==> src/rtl/seq_ptr_pkg.sv <==
// Package: shared encodings for the dual-buffer sequential pointer.
// Assumes: exactly two buffers; command codes are fixed by this package.
package seq_ptr_pkg;

    localparam int NBUF = 2;

    typedef enum logic [1:0] {
        EOB_CHAIN  = 2'b00,
        EOB_STOP   = 2'b01,
        EOB_LINEAR = 2'b10,
        EOB_MASK   = 2'b11
    } eob_mode_e;

    typedef enum logic [3:0] {
        OP_NOP   = 4'd0,
        OP_LOAD  = 4'd1,
        OP_GO1   = 4'd2,
        OP_GO2   = 4'd3,
        OP_S1    = 4'd4,
        OP_E1    = 4'd5,
        OP_S2    = 4'd6,
        OP_E2    = 4'd7,
        OP_FLOW  = 4'd8,
        OP_FLAG  = 4'd9
    } cmd_op_e;

endpackage

==> src/rtl/spc_regs.sv <==
// Module: spc_regs
// Holds the buffer address registers, per-buffer end policy and sticky
// status flags; produces read data and the active-low end outputs.
// Assumes: hit[] is already gated off while the pointer is frozen.
module spc_regs
    import seq_ptr_pkg::*;
#(
    parameter int ADDR_W = 13,
    parameter int DATA_W = 16
) (
    input  logic                         clk,
    input  logic                         rst_n,
    input  logic                         cmd_valid,
    input  logic [3:0]                   cmd_op,
    input  logic [DATA_W-1:0]            cmd_wdata,
    input  logic [NBUF-1:0]              hit,
    input  logic [ADDR_W-1:0]            ptr,
    output logic [NBUF-1:0][ADDR_W-1:0]  start_q,
    output logic [NBUF-1:0][ADDR_W-1:0]  end_q,
    output logic [NBUF-1:0][1:0]         mode_q,
    output logic [NBUF-1:0]              flag_q,
    output logic [NBUF-1:0]              eob_n,
    output logic                         rel_req,
    output logic [DATA_W-1:0]            rdata
);

    localparam int FILL_W = DATA_W - ADDR_W;
    localparam logic [ADDR_W-1:0] HALF = ADDR_W'(1) << (ADDR_W - 1);
    localparam logic [3:0] FLOW_RST = {EOB_LINEAR, EOB_LINEAR};

    logic wr_flow;
    logic wr_flag;
    logic unused_hi;

    assign wr_flow   = cmd_valid && (cmd_op == OP_FLOW);
    assign wr_flag   = cmd_valid && (cmd_op == OP_FLAG);
    assign rel_req   = wr_flow && !cmd_wdata[4];
    assign unused_hi = ^cmd_wdata[DATA_W-1:ADDR_W];

    for (genvar b = 0; b < NBUF; b++) begin : g_buf
        localparam logic [3:0] OP_START = 4'(OP_S1) + 4'(2 * b);
        localparam logic [3:0] OP_END   = 4'(OP_E1) + 4'(2 * b);
        localparam logic [ADDR_W-1:0] START_RST = (b == 0) ? '0 : HALF;
        localparam logic [ADDR_W-1:0] END_RST   = (b == 0) ? HALF - 1'b1 : '1;

        // Address registers of this buffer, written by their own command.
        always_ff @(posedge clk) begin
            if (!rst_n) begin
                start_q[b] <= START_RST;
                end_q[b]   <= END_RST;
            end else if (cmd_valid) begin
                if (cmd_op == OP_START) start_q[b] <= cmd_wdata[ADDR_W-1:0];
                if (cmd_op == OP_END)   end_q[b]   <= cmd_wdata[ADDR_W-1:0];
            end
        end

        // End policy field of this buffer.
        always_ff @(posedge clk) begin
            if (!rst_n)       mode_q[b] <= FLOW_RST[2*b +: 2];
            else if (wr_flow) mode_q[b] <= cmd_wdata[2*b +: 2];
        end

        // Sticky flag: set by a hit, cleared by a written 0; a hit wins.
        always_ff @(posedge clk) begin
            if (!rst_n)                      flag_q[b] <= 1'b0;
            else if (hit[b])                 flag_q[b] <= 1'b1;
            else if (wr_flag && !cmd_wdata[b]) flag_q[b] <= 1'b0;
        end

        // Output follows the flag unless this buffer is masked.
        assign eob_n[b] = !(flag_q[b] && (mode_q[b] != EOB_MASK));
    end

    // Read mux keyed by the command code; unused bits read as ones.
    always_comb begin
        rdata = '1;
        case (cmd_op)
            OP_LOAD: rdata = {{FILL_W{1'b1}}, ptr};
            OP_S1:   rdata = {{FILL_W{1'b1}}, start_q[0]};
            OP_E1:   rdata = {{FILL_W{1'b1}}, end_q[0]};
            OP_S2:   rdata = {{FILL_W{1'b1}}, start_q[1]};
            OP_E2:   rdata = {{FILL_W{1'b1}}, end_q[1]};
            OP_FLOW: rdata = {{(DATA_W-5){1'b1}}, 1'b1, mode_q[1], mode_q[0]};
            OP_FLAG: rdata = {{(DATA_W-2){1'b1}}, flag_q[1], flag_q[0]};
            default: rdata = '1;
        endcase
    end

endmodule

==> src/rtl/spc_end_detect.sv <==
// Module: spc_end_detect
// Compares the pointer with each buffer's last address and turns the
// matches into stop and chain decisions using each buffer's policy.
// Assumes: no match is reported while the pointer is frozen.
module spc_end_detect
    import seq_ptr_pkg::*;
#(
    parameter int ADDR_W = 13
) (
    input  logic [ADDR_W-1:0]            ptr,
    input  logic                         halted,
    input  logic [NBUF-1:0][ADDR_W-1:0]  start_q,
    input  logic [NBUF-1:0][ADDR_W-1:0]  end_q,
    input  logic [NBUF-1:0][1:0]         mode_q,
    output logic [NBUF-1:0]              hit,
    output logic                         stop_hit,
    output logic                         chain_go,
    output logic [ADDR_W-1:0]            chain_tgt
);

    logic [NBUF-1:0] stop_b;
    logic [NBUF-1:0] chain_b;

    for (genvar b = 0; b < NBUF; b++) begin : g_cmp
        // Per-buffer end match and its policy split.
        assign hit[b]     = (ptr == end_q[b]) && !halted;
        assign stop_b[b]  = hit[b] && (mode_q[b] == EOB_STOP);
        assign chain_b[b] = hit[b] && (mode_q[b] == EOB_CHAIN);
    end

    assign stop_hit = |stop_b;
    assign chain_go = |chain_b;
    // A buffer-2 chain (alone or together with buffer 1) goes to buffer 1.
    assign chain_tgt = chain_b[1] ? start_q[0] : start_q[1];

endmodule

==> src/rtl/spc_pointer.sv <==
// Module: spc_pointer
// Pointer register with the frozen state and the one-edge release pending.
// Assumes: ld_en has priority over all counting and release activity.
module spc_pointer #(
    parameter int ADDR_W = 13
) (
    input  logic              clk,
    input  logic              rst_n,
    input  logic              cnt,
    input  logic              ld_en,
    input  logic [ADDR_W-1:0] ld_val,
    input  logic              stop_hit,
    input  logic              chain_go,
    input  logic [ADDR_W-1:0] chain_tgt,
    input  logic              rel_req,
    output logic [ADDR_W-1:0] ptr,
    output logic              halted,
    output logic              rel_pend
);

    // Pointer advance, freeze and release sequencing.
    always_ff @(posedge clk) begin
        if (!rst_n) begin
            ptr      <= '0;
            halted   <= 1'b0;
            rel_pend <= 1'b0;
        end else if (ld_en) begin
            ptr      <= ld_val;
            halted   <= 1'b0;
            rel_pend <= 1'b0;
        end else begin
            rel_pend <= rel_req;
            if (halted) begin
                if (rel_pend && cnt) begin
                    halted <= 1'b0;
                    ptr    <= ptr + 1'b1;
                end
            end else if (stop_hit) begin
                halted <= 1'b1;
                if (cnt) ptr <= ptr + 1'b1;
            end else if (cnt) begin
                ptr <= chain_go ? chain_tgt : ptr + 1'b1;
            end
        end
    end

endmodule

==> src/rtl/seq_ptr_ctrl.sv <==
// Module: seq_ptr_ctrl (top)
// Sequential address pointer serving two software-placed buffers, each
// with its own end policy; decodes load commands and wires the parts.
// Assumes: rst_n is synchronous; cmd_op is stable while cmd_valid is high.
module seq_ptr_ctrl
    import seq_ptr_pkg::*;
#(
    parameter int ADDR_W = 13,
    parameter int DATA_W = 16
) (
    input  logic              clk,
    input  logic              rst_n,
    input  logic              cnt_en_n,
    input  logic              cmd_valid,
    input  logic [3:0]        cmd_op,
    input  logic [DATA_W-1:0] cmd_wdata,
    output logic [DATA_W-1:0] cmd_rdata,
    output logic [ADDR_W-1:0] ptr,
    output logic              eob1_n,
    output logic              eob2_n,
    output logic              wr_inhibit
);

    logic [NBUF-1:0][ADDR_W-1:0] start_q;
    logic [NBUF-1:0][ADDR_W-1:0] end_q;
    logic [NBUF-1:0][1:0]        buf_mode;
    logic [NBUF-1:0]             flag_q;
    logic [NBUF-1:0]             eob_n;
    logic [NBUF-1:0]             hit;
    logic                        stop_hit;
    logic                        chain_go;
    logic [ADDR_W-1:0]           chain_tgt;
    logic                        rel_req;
    logic                        rel_pend;
    logic                        halted;
    logic                        ld_en;
    logic [ADDR_W-1:0]           ld_val;

    // Load command decode and its address source.
    always_comb begin
        ld_en  = 1'b0;
        ld_val = cmd_wdata[ADDR_W-1:0];
        if (cmd_valid) begin
            case (cmd_op)
                OP_LOAD: ld_en = 1'b1;
                OP_GO1:  begin ld_en = 1'b1; ld_val = start_q[0]; end
                OP_GO2:  begin ld_en = 1'b1; ld_val = start_q[1]; end
                default: ld_en = 1'b0;
            endcase
        end
    end

    spc_regs #(.ADDR_W(ADDR_W), .DATA_W(DATA_W)) u_regs (
        .clk(clk), .rst_n(rst_n), .cmd_valid(cmd_valid), .cmd_op(cmd_op),
        .cmd_wdata(cmd_wdata), .hit(hit), .ptr(ptr), .start_q(start_q),
        .end_q(end_q), .mode_q(buf_mode), .flag_q(flag_q), .eob_n(eob_n),
        .rel_req(rel_req), .rdata(cmd_rdata)
    );

    spc_end_detect #(.ADDR_W(ADDR_W)) u_det (
        .ptr(ptr), .halted(halted), .start_q(start_q), .end_q(end_q),
        .mode_q(buf_mode), .hit(hit), .stop_hit(stop_hit),
        .chain_go(chain_go), .chain_tgt(chain_tgt)
    );

    spc_pointer #(.ADDR_W(ADDR_W)) u_ptr (
        .clk(clk), .rst_n(rst_n), .cnt(!cnt_en_n), .ld_en(ld_en),
        .ld_val(ld_val), .stop_hit(stop_hit), .chain_go(chain_go),
        .chain_tgt(chain_tgt), .rel_req(rel_req), .ptr(ptr),
        .halted(halted), .rel_pend(rel_pend)
    );

    assign eob1_n     = eob_n[0];
    assign eob2_n     = eob_n[1];
    assign wr_inhibit = halted;

endmodule

==> config.mk <==
export PLATFORM = sky130hd
export DESIGN_NAME = seq_ptr_ctrl
export DESIGN_NICKNAME = d
export VERILOG_FILES = /design/src/rtl/seq_ptr_pkg.sv /design/src/rtl/spc_regs.sv /design/src/rtl/spc_end_detect.sv /design/src/rtl/spc_pointer.sv /design/src/rtl/seq_ptr_ctrl.sv
export SDC_FILE = /design/constraint.sdc
export NUM_CORES = 1
export LEC_CHECK = 0
export BUFFER_PORTS_ARGS = -buffer_cell sky130_fd_sc_hd__buf_4
export CORE_ASPECT_RATIO = 1.75
export CORE_MARGIN = 1
export CORE_UTILIZATION = 41
export CTS_BUF_LIST = sky130_fd_sc_hd__clkbuf_2 sky130_fd_sc_hd__clkbuf_4 sky130_fd_sc_hd__clkbuf_8
export DETAILED_ROUTE_END_ITERATION = 16
export GPL_TIMING_DRIVEN = 0
export PLACE_DENSITY = 0.6
export SETUP_SLACK_MARGIN = 0.3
export SYNTH_ARGS = -nofsm -noshare
export SYNTH_HDL_FRONTEND = slang
export SYNTH_SLANG_ARGS = --single-unit
==> constraint.sdc <==
create_clock -name clk -period 2.7 [get_ports clk]
set_clock_uncertainty 0.15 [all_clocks]
set_input_delay 0.54 -clock clk [delete_from_list [all_inputs] [get_ports clk]]
set_output_delay 0.54 -clock clk [all_outputs]
set_load 0.01 [all_outputs]
==> results of run 1 <==
## worst min-delay path: stages
cell,delay [ns]
buf_4,0.12
nand2_1,0.05
nand3_1,0.06
## state kept, by name (all words and copies together) (netlist names)
register        cells
u_ptr.ptr          13
u_regs.mode_q       4
u_ptr.rel_pend      1
u_regs.end_q       26
u_regs.flag_q       2
u_ptr.halted        1
u_regs.start_q     26
## area by class of cell
| type | instances | area, sq um | area share [%] |
|---|---|---|---|
| Multi-Input combinational cell | 464 | 3060 | 50.0 |
| Timing Repair Buffer | 87 | 744 | 12.2 |
| Sequential cell | 73 | 1470 | 24.0 |
| Tap cell | 130 | 163 | 2.65 |
| Inverter | 10 | 48.8 | 0.796 |
| Buffer | 53 | 405 | 6.62 |
| Clock buffer | 12 | 159 | 2.59 |
| Clock inverter | 4 | 75.1 | 1.23 |
## power by group
| part | total (uW) | internal (uW) | leakage [uW] | switching, uW |
|---|---|---|---|---|
| sequential | 1130 | 1100 | 0.000594 | 27.8 |
| combinational | 465 | 194 | 0.00185 | 270 |
| clock | 1030 | 582 | 0.000112 | 444 |
## worst min-delay path by stage
stage	cells past startpoint	endpoint	start	slack, ns
2_1_floorplan	2	u_regs.start_q[0]	u_regs.start_q[0]	0.31
3_3_place_gp	2	u_regs.start_q[21]	u_regs.start_q[21]	0.32
3_5_place_dp	2	u_regs.start_q[17]	u_regs.start_q[17]	0.33
4_1_cts	3	u_regs.end_q[23]	cmd_wdata[10]	0.27
5_1_grt	3	u_regs.end_q[10]	cmd_wdata[10]	0.28
6_report	3	u_regs.end_q[23]	cmd_wdata[10]	0.28
## logic make-up (layout without fill, tap and decap cells)
family	count (synthesis)	after routing
fa+ha+maj	1	1
xor+xnor	37	37
simple gates	263	263
compound gates	127	127
mux	33	33
buf+inv	63	166
flops	73	73
other cells	1	3
## metrics by stage
| stage | instance area (sq um) | TNS, ns | instances |
|---|---|---|---|
| 2_1_floorplan | 4500 | 0 | 600 |
| 3_3_place_gp | 5000 | -5.78 | 776 |
| 3_5_place_dp | 5000 | -5.61 | 776 |
| 4_1_cts | 5680 | 0 | 812 |
| 5_1_grt | 6130 | 0 | 833 |
| 6_report | 6130 | 0 | 833 |
## timing repair
item	4_1_cts	5_1_grt
cloned	1	1
resized for setup	70	60
setup endpoints to repair	37	26
setup buffers	19	20
hold buffers	0	0
pin swaps	26	21
## synthesized netlist by cell type (3+ instances only)
| cell type | instances |
|---|---|
| nand2_1 | 141 |
| dfxtp_1 | 73 |
| nand3_1 | 58 |
| a21oi_1 | 39 |
| clkbuf_1 | 32 |
| mux2i_1 | 32 |
| o21ai_0 | 27 |
| xor2_1 | 23 |
| nor2_1 | 18 |
| a22oi_1 | 14 |
| xnor2_1 | 14 |
| buf_2 | 12 |
| inv_1 | 10 |
| o311ai_1 | 10 |
| a221oi_1 | 8 |
| and3_1 | 8 |
| nand4_1 | 7 |
| nor3_1 | 7 |
| o211ai_1 | 7 |
| or4_1 | 5 |
| nor4_1 | 4 |
| a211oi_1 | 3 |
| a22o_1 | 3 |
| and2_1 | 3 |
| buf_1 | 3 |
| buf_4 | 3 |
| buf_6 | 3 |
| nor4_2 | 3 |
| o221ai_1 | 3 |
| o2bb2ai_1 | 3 |
## metal layers
metal	vias to the layer above	GRT usage, %	routed length (microns)
li1	2308	-	-
met1	2370	38.1	6950
met2	269	54.6	9100
met3	67	6.19	1030
met4	0	17.3	903
met5	-	0	0
==> impl_results.md, run 1 <==
* Status: completed
* Final hold slack at about 0.28 ns
* Simple-gate portion of the synthesized area at between 20 and 30%
* Post-synth top area share at 32.7%
* Relative slew margins at 53.6%
* Via density at 6.02
* Initial DRC count at about 500
* Worst Setup End Kind: output pin
* Syn-to-layout area delta at 37.2%
* Share of layout cells above drive strength 1 at 26.7%
* Crit. Startpoint: cmd_op[2]
* First-pass GRT wire length at 27.0 mm
* Synth Instances at 598
* EDFF count, synth at 0
* Reg-to-reg setup timing slack at 0.27 ns
* Final #Nets at 723
* Total I/O pin count at 56
* Filler cells at between 1k and 1.5k
* Worst r2r dst: u_ptr.ptr[2]
* Min-delay worst type: primary input to flop
* Grt total ovfl at 0
* Crit Path Class: primary input to output pin
* Pre-CTS setup slack at -0.253 ns
* Diode count at 0
* Initial antenna violation count at 0
* Primary FF master, synth: dfxtp_1
* Clk pin slew, worst setup/hold paths at 0.09 ns
* H-tree depth at 3
* GPL Wtd Cong at 0.987
* Largest family of logic cells by synthesized area: simple AND/OR/NAND/NOR gates
* Max Fclk at 410 MHz
* Worst EP arrival at roughly 1.8 ns
* XOR/XNOR Fraction of Synth Area at 7.26%
* Crit path max-delay family: buffers and inverters
* Adder-cell share of the synthesized area at 0.280%
* Post-Synthesis Cell Area at 0.00446 sq mm
* Core box area at 0.0106 sq mm
* Netlist cell types at 50
* DIE HEIGHT at 140 microns
* Slowest CP cell: clkbuf_8
* CP Cell Sequence: buf_8, clkinvlp_4, buf_12, nor4_4, clkbuf_8, a221oi_2, nand3_1, buf_6
* Port bufs at 46
* Largest net degree at the start of global routing at 13
* Drt wl/cell at between 20 and 25 microns
* CP Capture Point: cmd_rdata[6]
* Post-Route WL at approximately 18 mm
* Yosys warning total at 0
* Max FO, Critical Path at 8
* Final worst slack at 0.263 ns
* Reg2reg start: u_ptr.ptr[0]
* CP startpoint kind: primary input
* Required time of the critical path at 2.01 ns
* Sink Count at 73
* Vias in the first global route at 4722
* Longest Clk Path Bufs at 2
* Synth Area per Inst at 7.47 sq um
* Initial Util at 42.0%
* Multiplexer share of the synthesized area at 7.43%
* FP Rows at 50
* Most frequent cells in the layout: nand2_1, buf_4, dfxtp_1
* Root Buffer: clkbuf_8
* Pwr Total at 2620 uW
* Vias at roughly 5.0k
* PwrDens at around 430 mW/mm^2
* Synth area leader: dfxtp_1
* VDD IR-drop max at 0.302 mV
* Tcrit/Tclk final at between 90% and 100%
* Leak at 0.00256 uW
* CP bufs+invs at 5
* CTS tree: yes
* Total GRT Usage at roughly a third
* Die W at approximately 81 microns
* Tightest Pin Transition at just under 0.7 ns
* Cell count along the critical path at 8
* Commonest non-fill, non-tap cell in the layout: nand2_1
* DRC viols at 0
* Hold Vio Cnt, Final at 0
* Dpl hpwl at 13.3 mm
* Ys async rst share at 0%
* Routed Antenna Nets at 0
* Final Util at a little under 60%
* Maxcap violations at 0
* Synth Area in Compound Gates at 18.6%
* FF-to-FF path depth at 9
* CP max stage delay at 0.25 ns
* Clock latency on the worst-skew pair at 0.37 ns
* CTS buffer count at 9
* Final slew viol count at 0
* Register area share after synthesis at between 30% and 40%
* RSZ-0062 raised after global routing: yes
* #FFs+latches synth at 73
* Clock period minus worst slack at 2.44 ns
* Top post-synthesis cells by area: dfxtp_1, nand2_1, mux2i_1
* Die area at 0.0113 sq mm
* Pre-antenna DRT Iters at 5
* Final Setup Violations at 0
No activity file was read; power rests on OpenSTA's default activity.
==> run 2, diff against run 1 <==
- GPL_ROUTABILITY_DRIVEN: default -> 0
- SLEW_MARGIN: default -> 0
- SYNTH_HIERARCHICAL: default -> 1
==> run 2 against run 1 <==
The run now ends with setup timing left. Non-clock buffer count decreased by 5. Critical path depth increased by 4. Cell area increased by 9.5%. Sequential share of layout area decreased by 1.5 points. Sequential power about the same. Area after synthesis increased by 12%. Largest cell class unchanged. Highest routed layer unchanged.
==> impl_results.md, run 2 <==
* Max FO, Critical Path at 6
* Initial Util at 41.9%
* Dpl hpwl at 14.2 mm
* Synth area leader: dfxtp_1
* Total I/O pin count at 56
* Leak at about 0.0028 uW
* Sequential share of power at between 40% and 50%
* Initial antenna violation count at 0
* Post-Synthesis Cell Area at 0.00500 sq mm
* Core box area at about 0.012 sq mm
* Dpl cells at 804
* Final instance area at 0.00671 sq mm
* Post-Route WL at 21.3 mm
* Die W at about 85 microns
* Total GRT Usage at 34.3%
* Clock power frac at 32.6%
* Count leader, synth: nand2_1
* Non-Filler Instances at 861
* Largest regs: u_regs/end_q: 26 flops, u_regs/start_q: 26 flops, u_ptr/ptr: 13 flops
* Placed Area at 0.00560 sq mm
* VDD IR-drop max at 0.307 mV
* Share of layout cells above drive strength 1 at 35.6%
* Tcrit/Tclk final at 115%
* #FFs+latches synth at 73
* Filler cells at 1116
* Pre-CTS setup slack at -0.680 ns
* Yosys warning total at 6
* Most frequent cells in the layout: nand2_1, buf_4, dfxtp_1
* Syn-to-layout area delta at 34.3%
* Final Setup Violations at 13
* Final #Nets at 745
* CP Cell Sequence: xor2_1, a211o_1, or4_4, nor3_4, buf_6, or2_4, or3b_4, buf_8, buf_8, nor3b_2, a221oi_1, o21ai_1
* Port bufs at 49
* Primary FF master, synth: dfxtp_1
* Clk pin slew, worst setup/hold paths at about 0.080 ns
* Root Buffer: clkbuf_8
* Status: complete, but fails checks
* Clock period minus worst slack at 3.12 ns
* Maxcap violations at 0
* Max Fclk at 321 MHz
* Pre-antenna DRT Iters at 5
* Clock latency on the worst-skew pair at 0.37 ns
* CP max stage delay at 0.58 ns
* Net switching power figure at 786 uW
* Worst Setup End Kind: flop
* Register area share after synthesis at between 20% and 30%
* Drt wl/cell at 24.7 microns
* Final slew viol count at 0
* Post-synth top area share at 29.3%
* CP startpoint kind: flop
* EDFF count, synth at 0
* Crit Path Class: flop to flop
* Worst EP arrival at 3.26 ns
* DIE HEIGHT at 148 microns
* Grt total ovfl at 0
* Longest Clk Path Bufs at 2
* First-pass GRT wire length at roughly 31 mm
* CTS buffer count at 9
* CTS tree: yes
* Min-delay worst type: primary input to flop
* Sw Share at 31.0%
* Die area at 0.0126 sq mm
* Synth top cells by count: nand2_1, dfxtp_1, nand3_1
* Slowest CP cell: or4_4
* Sink Count at 73
* Required time of the critical path at 2.84 ns
* FP Rows at 53
* Comb power frac at a little under a quarter
* Top post-synthesis cells by area: dfxtp_1, nand2_1, mux2_4
* Netlist cell types at 75
* Synth Instances at 616
* Commonest non-fill, non-tap cell in the layout: nand2_1
* RSZ-0062 raised after global routing: yes
* Synth Area per Inst at 8.11 sq um
* Final worst slack at -0.417 ns
* Failing checks: setup timing
* Most used cell, CP: buf_8
* Vias in the first global route at 5110
* Initial DRC count at 520
* Tightest Pin Transition at roughly 0.70 ns
* Relative slew margins at 53.2%
* CP bufs+invs at 3
* Cell Int Power at about 1800 uW
* H-tree depth at 3
* Hold Vio Cnt, Final at 0
* Crit path max-delay family: simple AND/OR/NAND/NOR gates
* PwrDens at 379 mW/mm^2
* Diode count at 0
* Via density at 6.34
* Vias at 5462
* Largest net degree at the start of global routing at 13
* Routed Antenna Nets at 0
* Ys async rst share at 0%
* DRC viols at 0
* Final Util at a little under three fifths
run 2: power groups by stage:
stage          combinational [uW]  sequential, uW  clock, uW
2_1_floorplan                 253            1150          0
3_3_place_gp                  419            1170          0
3_5_place_dp                  422            1170          0
4_1_cts                       535            1130        847
5_1_grt                       601            1130        891
6_report                      579            1130        829
run 2: worst paths after layout:
path                            depth (start not counted)               from                 to  slack [ns]
worst min register to register                          2  u_regs/start_q[7]  u_regs/start_q[7]        0.34
worst min-delay path                                    3      cmd_wdata[11]   u_regs/end_q[24]        0.27
worst max register to register                         12       u_ptr/ptr[2]       u_ptr/ptr[7]       -0.42
worst max-delay path                                   12       u_ptr/ptr[2]       u_ptr/ptr[7]       -0.42
run 2: layer usage:
layer | GRT usage [%] | part of all wire (%) | up-vias
met5 | 0 | 0 | -
met4 | 23.9 | 9.9 | 0
met3 | 6.98 | 8.6 | 139
met2 | 58.2 | 48 | 402
met1 | 37.8 | 34 | 2541
li1 | - | - | 2380
run 2: stage by stage:
stage	total power (uW)	TNS (ns)	hold WS, ns
4_1_cts	2510	-2.30	0.253
3_5_place_dp	1590	-7.86	0.334
5_1_grt	2630	-5.35	0.272
3_3_place_gp	1590	-7.81	0.323
2_1_floorplan	1410	-0.746	0.304
6_report	2540	-4.55	0.270
run 2: kinds of logic after synthesis:
kind of cell / after synthesis / share of synthesized area [%]
multiplexers: 65 / 16.1
adder cells (fa/ha/maj): 1 / 0.250
flip-flops: 73 / 29.3
XOR/XNOR: 24 / 4.21
AO/OA/AOI/OAI: 123 / 17.0
other: 1 / 0.0751
buffers and inverters: 58 / 6.61
AND/OR/NAND/NOR: 271 / 26.5
run 2: worst register-to-register path: cells and delay by family (launching register included):
family                    cells  cell delay [ns]
xor gates and xnor gates      1             0.14
DFF                           1             0.36
AOI/OAI and AO/OA             3             0.48
buffers and inverters         3             0.44
and+or+nand+nor               5             1.47
run 2: area by class of cell:
class / count / area, sq um / area share, %
multi-input combinational: 487 / 3510 / 52.3
sequential: 73 / 1510 / 22.5
timing repair buffer: 91 / 901 / 13.4
buffer: 44 / 389 / 5.80
tap: 137 / 171 / 2.56
clock buffer: 12 / 159 / 2.37
inverter: 14 / 53.8 / 0.802
clock inverter: 3 / 16.3 / 0.242
run 2: repair_timing:
item,4_1_cts,5_1_grt
hold buffers,0,0
setup endpoints to repair,27,27
pin swaps,21,21
endpoints found under the hold margin,0,0
buffers inserted,29,7
gates cloned,4,2
resized for setup,95,40
==> run 3, diff against run 2 <==
- PLACE_DENSITY: 0.6 -> 0.57
- clock period: 2.7 -> 3.7 ns (I/O delays scaled with it)
==> run 3 against run 2 <==
The run now ends clean. Worst setup slack improved by 0.83 ns. Clock power decreased by 17%. Via count fell by 8.6%. Sequential share of layout area up 2.6 points. Utilization is 7.0 points lower. Die area stayed put. Final cell count decreased by 3.9%. Critical path type unchanged.
==> impl_results.md, run 3 (synthesized netlist as in run 2, its figures left out) <==
* Syn-to-layout area delta at 17.6%
* Hold_buf cts at 0
* First-pass GRT wire length at about 27 mm
* Leak at 0.00242 uW
* Clock power frac at 37.6%
* Final Util at between 40% and 50%
* Max Fclk at between 300 and 400 MHz
* Tcrit/Tclk final at about nine tenths
* Hold Vio Cnt, Final at 0
* Longest Clk Path Bufs at 2
* CP startpoint kind: flop
* Total GRT Usage at 29.2%
* Share of layout cells above drive strength 1 at 24.3%
* Min-delay worst type: flop to flop
* Vias at 4994
* Worst EP arrival at 3.39 ns
* Relative slew margins at a little over half
* Cell Int Power at around 1300 uW
* Final Setup Violations at 0
* Via density at approximately 6
* Register area at between 0.001 and 0.0015 sq mm
* Total I/O pin count at 56
* Comb power frac at 17.1%
* Diode count at 0
* VDD IR-drop max at 0.198 mV
* Required time of the critical path at 3.80 ns
* Maxcap violations at 0
* Largest net degree at the start of global routing at 12
* Initial antenna violation count at 0
* Filler cells at between 1k and 1.5k
* Drt wl/cell at between 20 and 25 microns
* Largest regs: u_regs/end_q: 26 flops, u_regs/start_q: 26 flops, u_ptr/ptr: 13 flops
* Routed Antenna Nets at 0
* Pwr Total at between 1500 and 2000 uW
* H-tree depth at 3
* RSZ-0062 raised after global routing: yes
* Sequential share of power at approximately 45%
* Setup TNS at 0 ns
* Root Buffer: clkbuf_8
* Die W at 85.4 microns
* FP Rows at 53
* CTS tree: yes
* Placed Area at about 0.0055 sq mm
* Status: completed
* Post-Route WL at roughly 18 mm
* Crit Path Class: flop to flop
* Max FO, Critical Path at 10
* Tightest Pin Transition at 0.677 ns
* Final slew viol count at 0
* Initial Util at 41.9%
* Vias in the first global route at 4840
* Core box area at 0.0119 sq mm
* Multi-input gate area at between 0.003 and 0.004 sq mm
* Net switching power figure at between 500 and 600 uW
* Commonest non-fill, non-tap cell in the layout: nand2_1
* CTS buffer count at 9
* Clk pin slew, worst setup/hold paths at 0.08 ns
* Sw Share at 28.2%
* Clock period minus worst slack at 3.29 ns
* Final hold slack at 0.354 ns
* PwrDens at 313 mW/mm^2
* Final #Nets at a little over 700
* Most frequent cells in the layout: nand2_1, dfxtp_1, buf_4
* Grt total ovfl at 0
* Pre-antenna DRT Iters at 5
* Clock latency on the worst-skew pair at 0.36 ns
* Worst Setup End Kind: flop
* DIE HEIGHT at 148 microns
* DRC viols at 0
* Port bufs at 49
* Die area at ~0.013 sq mm
* Final instance area at 0.00587 sq mm
* Dpl hpwl at 14.0 mm
* Sink Count at 73
* Initial DRC count at 453
-- run 3: worst paths after layout --
check | startpoint | endpoint | slack (ns) | depth (start not counted)
worst min register to register | u_regs/end_q[25] | u_regs/end_q[25] | 0.35 | 2
worst max register to register | u_ptr/ptr[2] | u_ptr/ptr[7] | 0.41 | 11
worst min-delay path | u_regs/end_q[25] | u_regs/end_q[25] | 0.35 | 2
worst max-delay path | u_ptr/ptr[2] | u_ptr/ptr[7] | 0.41 | 11
-- run 3: power by group through the flow --
stage,combinational [uW],sequential [uW],clock [uW]
after CTS,303,832,706
after floorplan,184,841,0
after detailed placement,301,850,0
final,313,832,691
after global placement,299,850,0
after global routing,333,834,736
-- run 3: area by class of cell --
cell class,instances,share of cell area (%)
plain buffers,44,4.90
clock buffers,13,3.05
clock inverters,2,0.597
inverters,14,0.895
multi-input cells,487,55.3
flip-flops and latches,73,25.1
well taps,137,2.92
repair buffers,57,7.29
-- run 3: timing repair --
action | in CTS | in global routing
hold endpoints to repair | 0 | 0
endpoints found under the setup margin | 13 | 11
resized for setup | 9 | 11
pin swaps | 1 | 2
setup buffers | 1 | 7
-- run 3: critical path: stages, from the launching register on --
cell and delay, ns:
dfxtp_4 0.37, xor2_1 0.14, a211o_1 0.30, or4_4 0.59
nor3_4 0.27, buf_6 0.17, or2_2 0.12, nor3b_4 0.31
clkbuf_4 0.30, nor3_1 0.06, a221oi_1 0.27, o21ai_0 0.11
-- run 3: routing by layer --
metal	up-vias	global-route usage (%)	part of all wire [%]
met2	246	53.0	52
met5	-	0	0
met4	0	17.6	6.1
met1	2357	31.5	37
li1	2311	-	-
met3	80	3.91	5.7
-- run 3: per-stage QoR --
step           cells  setup WS [ns]
6_report         827          0.410
5_1_grt          827          0.283
4_1_cts          820          0.311
3_3_place_gp     804         -0.342
3_5_place_dp     804         -0.312
2_1_floorplan    618          0.410
